### config.mk
export PLATFORM = sky130hd
export DESIGN_NAME = stepper_seq
export DESIGN_NICKNAME = d
export VERILOG_FILES = /design/src/rtl/stp_pkg.sv /design/src/rtl/stp_interval_timer.sv /design/src/rtl/stp_phase_ctrl.sv /design/src/rtl/stp_code_map.sv /design/src/rtl/stepper_seq.sv
export SDC_FILE = /design/constraint.sdc
export NUM_CORES = 1
export LEC_CHECK = 0
export BUFFER_PORTS_ARGS = -buffer_cell sky130_fd_sc_hd__buf_4
export CAP_MARGIN = 20
export CORE_ASPECT_RATIO = 1.1
export CORE_UTILIZATION = 39
export CTS_CLUSTER_DIAMETER = 80
export DETAILED_ROUTE_END_ITERATION = 8
export GPL_ROUTABILITY_DRIVEN = 1
export GPL_TIMING_DRIVEN = 0
export PLACE_DENSITY = 0.71
export RECOVER_POWER = 100
export SETUP_SLACK_MARGIN = 0.2
export SLEW_MARGIN = 20
export SYNTH_ARGS = -nofsm -noshare
export SYNTH_HDL_FRONTEND = slang
export SYNTH_SLANG_ARGS = --single-unit
### constraint.sdc
create_clock -name clk_i -period 4.1 [get_ports clk_i]
set_clock_uncertainty 0.2 [all_clocks]
set_input_delay 0 -clock clk_i [delete_from_list [all_inputs] [get_ports clk_i]]
set_output_delay 0 -clock clk_i [all_outputs]
set_load 0.02 [all_outputs]
### src/rtl/stp_pkg.sv
package stp_pkg;
  localparam int unsigned PHASES = 4;
  localparam int unsigned IDX_W  = $clog2(PHASES);

  typedef logic [IDX_W-1:0] idx_t;
  typedef logic [3:0]       code_t;

  // forward order; reverse walks the index downward
  function automatic code_t idx_to_code(idx_t idx);
    case (idx)
      2'd0:    return 4'b1001;
      2'd1:    return 4'b0101;
      2'd2:    return 4'b0110;
      default: return 4'b1010;
    endcase
  endfunction
endpackage

### src/rtl/stp_interval_timer.sv
module stp_interval_timer #(
  parameter int unsigned CNT_W = 16
) (
  input  logic             clk_i,
  input  logic             rst_ni,
  input  logic             en_i,
  input  logic [CNT_W-1:0] interval_i,
  output logic             tick_o,
  output logic [CNT_W-1:0] cnt_o
);
  logic [CNT_W-1:0] cnt_q;

  // >= so a lowered interval ends the phase at once
  assign tick_o = en_i && (cnt_q >= interval_i);
  assign cnt_o  = cnt_q;

  always_ff @(posedge clk_i or negedge rst_ni) begin
    if (!rst_ni)     cnt_q <= '0;
    else if (tick_o) cnt_q <= '0;
    else if (en_i)   cnt_q <= cnt_q + 1'b1;
  end

  p_frozen_r7: assert property (@(posedge clk_i) disable iff (!rst_ni)
    !en_i |=> $stable(cnt_q));
  p_restart_r4: assert property (@(posedge clk_i) disable iff (!rst_ni)
    tick_o |=> (cnt_q == '0));
  p_count_up_r4: assert property (@(posedge clk_i) disable iff (!rst_ni)
    (en_i && !tick_o) |=> (cnt_q == $past(cnt_q) + 1'b1));
endmodule

### src/rtl/stp_phase_ctrl.sv
module stp_phase_ctrl
  import stp_pkg::*;
(
  input  logic clk_i,
  input  logic rst_ni,
  input  logic adv_i,
  input  logic dir_i,
  output idx_t idx_o,
  output logic step_o
);
  idx_t idx_q;
  logic step_q;

  always_ff @(posedge clk_i or negedge rst_ni) begin
    if (!rst_ni) begin
      idx_q  <= '0;
      step_q <= 1'b0;
    end else begin
      step_q <= adv_i;
      if (adv_i) idx_q <= dir_i ? idx_q + 1'b1 : idx_q - 1'b1;
    end
  end

  assign idx_o  = idx_q;
  assign step_o = step_q;

  p_fwd_r2: assert property (@(posedge clk_i) disable iff (!rst_ni)
    (adv_i && dir_i) |=> (idx_q == idx_t'($past(idx_q) + 2'd1)));
  p_rev_r3: assert property (@(posedge clk_i) disable iff (!rst_ni)
    (adv_i && !dir_i) |=> (idx_q == idx_t'($past(idx_q) - 2'd1)));
  p_hold_r6: assert property (@(posedge clk_i) disable iff (!rst_ni)
    !adv_i |=> ($stable(idx_q) && !step_q));
endmodule

### src/rtl/stp_code_map.sv
module stp_code_map
  import stp_pkg::*;
(
  input  logic  clk_i,
  input  logic  rst_ni,
  input  idx_t  idx_i,
  output code_t code_o
);
  assign code_o = idx_to_code(idx_i);

  p_two_on_r9: assert property (@(posedge clk_i) disable iff (!rst_ni)
    $countones(code_o) == 2);
endmodule

### src/rtl/stepper_seq.sv
module stepper_seq
  import stp_pkg::*;
#(
  parameter int unsigned CNT_W = 16
) (
  input  logic             clk_i,
  input  logic             rst_ni,
  input  logic             en_i,
  input  logic             dir_i,
  input  logic [CNT_W-1:0] interval_i,
  output logic [3:0]       phase_o,
  output logic             step_o
);
  logic             tick;
  logic [CNT_W-1:0] cnt;
  idx_t             idx;

  stp_interval_timer #(.CNT_W(CNT_W)) u_timer (
    .clk_i      (clk_i),
    .rst_ni     (rst_ni),
    .en_i       (en_i),
    .interval_i (interval_i),
    .tick_o     (tick),
    .cnt_o      (cnt)
  );

  stp_phase_ctrl u_phase (
    .clk_i  (clk_i),
    .rst_ni (rst_ni),
    .adv_i  (tick),
    .dir_i  (dir_i),
    .idx_o  (idx),
    .step_o (step_o)
  );

  stp_code_map u_map (
    .clk_i  (clk_i),
    .rst_ni (rst_ni),
    .idx_i  (idx),
    .code_o (phase_o)
  );

  p_change_strobed_r5: assert property (@(posedge clk_i) disable iff (!rst_ni)
    !$stable(phase_o) |-> step_o);
  p_strobe_fresh_r5: assert property (@(posedge clk_i) disable iff (!rst_ni)
    step_o |-> (cnt == '0));
  p_idle_r7: assert property (@(posedge clk_i) disable iff (!rst_ni)
    !en_i |=> ($stable(phase_o) && !step_o));
endmodule

# --- Word level (Yosys, flattened, before mapping) ---
# Cells that the tools add are included.
classes:
  shift: 0
  multipliers: 0
  eq_ne: 2
  n_reduce_logical: 3
  n_addsub: 3
  n_bitwise: 0
  n_lt_le_gt_ge: 1
  mux: 4
  div_mod_pow: 0
ops:
  columns: ["op", "count"]
  rows:
  - ["two-way mux 16 bit", 2]
  - ["adder 16 x 1 -> 16 bit (second input constant)", 1]
  - [">= comparator 16 bit", 1]
  - ["case mux 4 bit (3 select lines)", 1]
  - ["adder 2 x 1 -> 2 bit (second input constant)", 1]
  - ["equality test 2 x 1 -> 1 bit (second input constant)", 1]
  - ["equality test 2 bit (second input constant)", 1]
  - ["zero test 2 bit", 1]
  - ["two-way mux 2 bit", 1]
  - ["nonzero test 2 bit", 1]
  - ["subtractor 2 x 1 -> 2 bit (second input constant)", 1]
  - ["logical AND 1 bit", 1]
word_totals:
  reg_bits: 19
  mem_bits_ro: 0
  memories: 0
  latch_bits: 0
  ram_bits: 0
  elab_cells: 16
  out_inout_bits: 5

# --- Depth between registers and ports, before layout ---
logic_depth:
  word_depth: 3
  ltp_mapped: 8

# --- Cells and area by module ---
# A second synthesis with hierarchy kept.
unflattened:
  cells_unflattened: 152
  area_unflattened_um2: 1422.6
by_module_without_submodules:
  columns: ["module", "cells_each", "seq_area_each_um2", "area_per_inst_um2", "instances"]
  rows:
  - ["stp_interval_timer", 136, 400.4, 1239.9, 1]
  - ["stp_phase_ctrl", 7, 75.1, 105.1, 1]
  - ["stp_code_map", 9, 0.0, 77.6, 1]

# --- Worst setup path after synthesis ---
# Ideal clock, no wire load.
synth_timing:
  path_type: "reg2reg"
  startpoint: "reg u_timer.cnt_q[0] (netlist: u_timer.cnt_o[0])"
  endpoint: "reg u_timer.cnt_q[4] (netlist: u_timer.cnt_o[4])"
  stages_incl_launch_ff: 9
  path_slack_ns: 1.976
  arrival_ns: 1.855
  t_required_ns: 3.831
  cell_sequence: "dfrtp_1 inv_1 ha_1 nand2b_4 a2111o_1 a31oi_4 a21boi_4 buf_12 nor2_4"
synth_via:
  elab_chain_cells: 3
  elab_cells_between_ends: 6
synth_rtl:
  columns: ["element", "line_no", "text"]
  rows:
  - ["from (decl)", "stp_interval_timer.sv:11", "logic [CNT_W-1:0] cnt_q;"]
  - ["from (signal assigned)", "stp_interval_timer.sv:20", "else if (en_i) cnt_q <= cnt_q + 1'b1;"]
  - [">= comparator 16 bit (*)", "stp_interval_timer.sv:14", "assign tick_o = en_i && (cnt_q >= interval_i);"]
  - ["logical AND 1 bit (*)", "stp_interval_timer.sv:14", null]
  - ["via tick", "stepper_seq.sv:14", "logic tick;"]
  - ["two-way mux 16 bit / nonzero test 2 bit (equally long branches)", null, null]
# Mark *: on every way through the listed nets, which the timed path passes. The rest lies on a longest branch. The select of a mux whose other input is x is not followed.
# A chain may end at the register's enable or synchronous reset.

# --- Worst setup path in the final report ---
layout_timing:
  startpoint: "reg u_timer.cnt_q[9] (netlist: u_timer.cnt_o[9])"
  endpoint: "reg u_timer.cnt_q[6] (netlist: u_timer.cnt_o[6])"
# Same word-level chain as after synthesis.

==> out/qor.yml <==
critical_path:
  rrSetupSlack_ns: 1.18
  crit_cells: 7
  critPathKind: "flop to flop"
  required_ns: 4.05
  worstRegToRegCells: 7
  max_stage_delay_ns: 0.89
  crit_end: "u_timer.cnt_o[6]"
  slowest_stage: "a21boi_0"
  cp.arrival_ns: 2.87
  crit_buf_inv: 1
  end_kind: "flop"
  reg2reg_from: "u_timer.cnt_o[9]"
  cp-start-kind: "flop"
  cp_top_family: "compound AO/OA/AOI/OAI gates"
  worstPathMaxFanout: 10
  crit_start: "u_timer.cnt_o[9]"
  crit_chain: "ha_1 -> nand4_1 -> a211oi_1 -> a31oi_1 -> a21boi_0 -> buf_12 -> nor2_1"
  r2r_end: "u_timer.cnt_o[6]"
clock_tree:
  cts_tree: "yes"
  numCtsBuffers: 3
  clkTransAtPathRegs_ns: 0.07
  cts.htree.levels: 1
  cts.sinks: 19
  cts_buffer_depth: 2
  root_buffer: "clkbuf_8"
  postCtsSetupBuffers: 0
  clock_latency_ns: 0.26
synth:
  synthMuxAreaShare_pct: 0.6667
  avgSynthCellArea_um2: 9.687
  synth_commonest_cells: "inv_1 (24), ha_1 (21), dfrtp_1 (19), nor2_1 (13), nand2_1 (11)"
  syn_inst: 155
  synth-seq-cells: 19
  synth_edf_count: 0
  ys_seq_area_share_pct: 31.67
  yosysWarningCount: 0
  synth_area_um2: 1501
  synth_top_family_by_area: "simple AND/OR/NAND/NOR gates"
  synthAdderAreaFrac_pct: 17.50
  synth_compound_area_share_pct: 9.417
  yosys-top-cells-area: "dfrtp_1 (32%), ha_1 (18%), nor2_4 (6.8%)"
  synth-xor-area-share_pct: 8.167
  synthSimpleGateAreaFrac_pct: 25.00
  async_flop_share_pct: 100.0
  synth_top_area_cell: "dfrtp_1"
  synth_ff_type: "dfrtp_1"
  synth.most_common_cell: "inv_1"
  synth_fp_nets: 196
  synth.top_cell.area_share_pct: 31.67
  synth.distinct_cells: 33
drt:
  remaining_drc_errors: 0
  route.vias.total: 1102
  avgRoutedWirePerCell_um: 10.52
  drt-total-wl_um: 2482
  drtIter0Drc: 31
  ant_nets: 0
  viasPerCell: 4.669
  dr.pass1.iters: 4
grt:
  first_global_vias: 989
  grt_max_degree: 20
  grt_antenna_before_repair: 0
  grt_pass1_wl_um: 4146
  grt_usage_pct: 13.83
  use_met1_pct: 17.01
  overflow: 0
  grt.busiest_layer: "met2"
  met2_usage_pct: 23.23
  use_met3_pct: 2.330
sta:
  max-slew-margin-rel_pct: 28.26
  maxSlewViolCount: 0
  finalCritPeriodShare_pct: 71.13
  finalHoldViolCount: 0
  max_freq_mhz: 342.9
  finalWorstSetupSlack_ns: 1.184
  rsz0062_at_grt: "no"
  tns_ns: 0
  tightest_slew_ns: 1.067
  fin_crit_ns: 2.916
  holdWs_ns: 0.02288
  finalSetupViolCount: 0
layout:
  final_nets: 228
  fin_util_pct: 46.39
  area_growth_pct: 12.92
  nFillCells: 373
  fin_cells: 236
  drive_gt1_share_pct: 16.13
  diodes: 0
floorplanning:
  rows: 23
  num_io_pins: 25
  dieWidth_um: 61.16
  coreArea_um2: 3655
  dieArea_um2: 4102
  die_height_um: 67.08
  start_util_pct: 41.08
place:
  portBuffers: 24
  gp_congestion: 0.7507
  dp_hpwl_um: 1935
  post-place-cells: 229
  dp_worst_setup_slack_ns: 1.768
outcome:
  status: "finished, final reports clean"
run:
  drv_cap: 0
pwr:
  leakage_nw: 0.8577
  p_per_area_nw_per_um2: 325.9
  max-vdd-ir-drop_v: 0.0001517
min_path:
  min_path_type: "input port to flop"
-- metal layers --
layer  up-vias  routed length, um  part of all wire, %
met1       494               1168                   47
met4         0                 37                  1.5
met5         -                  0                    0
li1        588                  -                    -
met3         4                 68                  2.7
met2        16               1208                   49
-- cell families (layout without fill, tap and decap cells) --
family	count (synthesis)	after routing
flip-flops	19	19
multiplexers	1	1
adder cells (fa/ha/maj)	21	21
buffers and inverters	26	57
XOR/XNOR	14	14
AO/OA/AOI/OAI	16	16
AND/OR/NAND/NOR	58	58
-- tightest hold or removal path, cell delays in order --
cell and delay [ns]:
buf_4 0.12, nand4_1 0.15, xor2_1 0.09, nor2_1 0.07
-- placed cells by master (no fill, tap or decap), types with 3 or more instances in the layout --
master / count
inv_1: 24
nand3_1: 5
ha_1: 21
nor3_1: 3
xnor2_1: 5
xor2_1: 9
clkbuf_8: 3
nand4_1: 9
nor2_1: 22
buf_4: 18
clkbuf_1: 6
dfrtp_1: 19
dlygate4sd3_1: 3
a21oi_1: 4
nand2_1: 11
-- worst min-delay path by stage --
| stage | to | start | slack, ns | cells past startpoint |
|---|---|---|---|---|
| floorplan | u_phase.idx_o[0] | rst_ni | -0.50 | 0 |
| global placement | u_timer.cnt_o[0] | rst_ni | -0.32 | 1 |
| detailed placement | u_timer.cnt_o[0] | rst_ni | -0.31 | 1 |
| CTS | u_timer.cnt_o[4] | en_i | 0.04 | 4 |
| global route | u_timer.cnt_o[4] | en_i | 0.04 | 4 |
| finish | u_timer.cnt_o[4] | en_i | 0.02 | 4 |
-- final cells by class --
class                      count  area (um2)  share of cell area (%)
sequential                    19       475.5                   28.04
tap                           50       62.56                   3.690
clock buffer                   3       41.29                   2.435
timing repair buffer          27       191.4                   11.29
clock inverter                 1       5.005                  0.2952
multi-input combinational    110       805.8                   47.53
buffer                         2       23.77                   1.402
inverter                      24       90.09                   5.314
-- per-stage QoR --
stage               power (mW)  instance area, um2
detailed placement      0.4522                1744
finish                  0.5524                1695
global placement        0.4465                1744
global route            0.6006                1695
CTS                     0.5876                1821
floorplan               0.4001                1501
-- what timing repair did --
item	CTS	global route
gates resized for setup	0	0
endpoints found under the hold margin	20	0
hold buffers	3	0
-- sequential cells by signal, indices dropped and copies added (netlist names) --
signal / flops
u_phase.idx_o: 2
u_timer.cnt_o: 16
u_phase.step_o: 1
-- power by group --
| part | internal, mW | total, mW | switching (mW) | leakage, nW |
|---|---|---|---|---|
| Sequential | 0.219 | 0.263 | 0.0439 | 0.238 |
| Combinational | 0.0757 | 0.158 | 0.0821 | 0.594 |
| Clock | 0.0676 | 0.131 | 0.0638 | 0.0255 |
| Total | 0.363 | 0.552 | 0.190 | 0.858 |
Note: power is estimated with default switching activity, not from simulation.
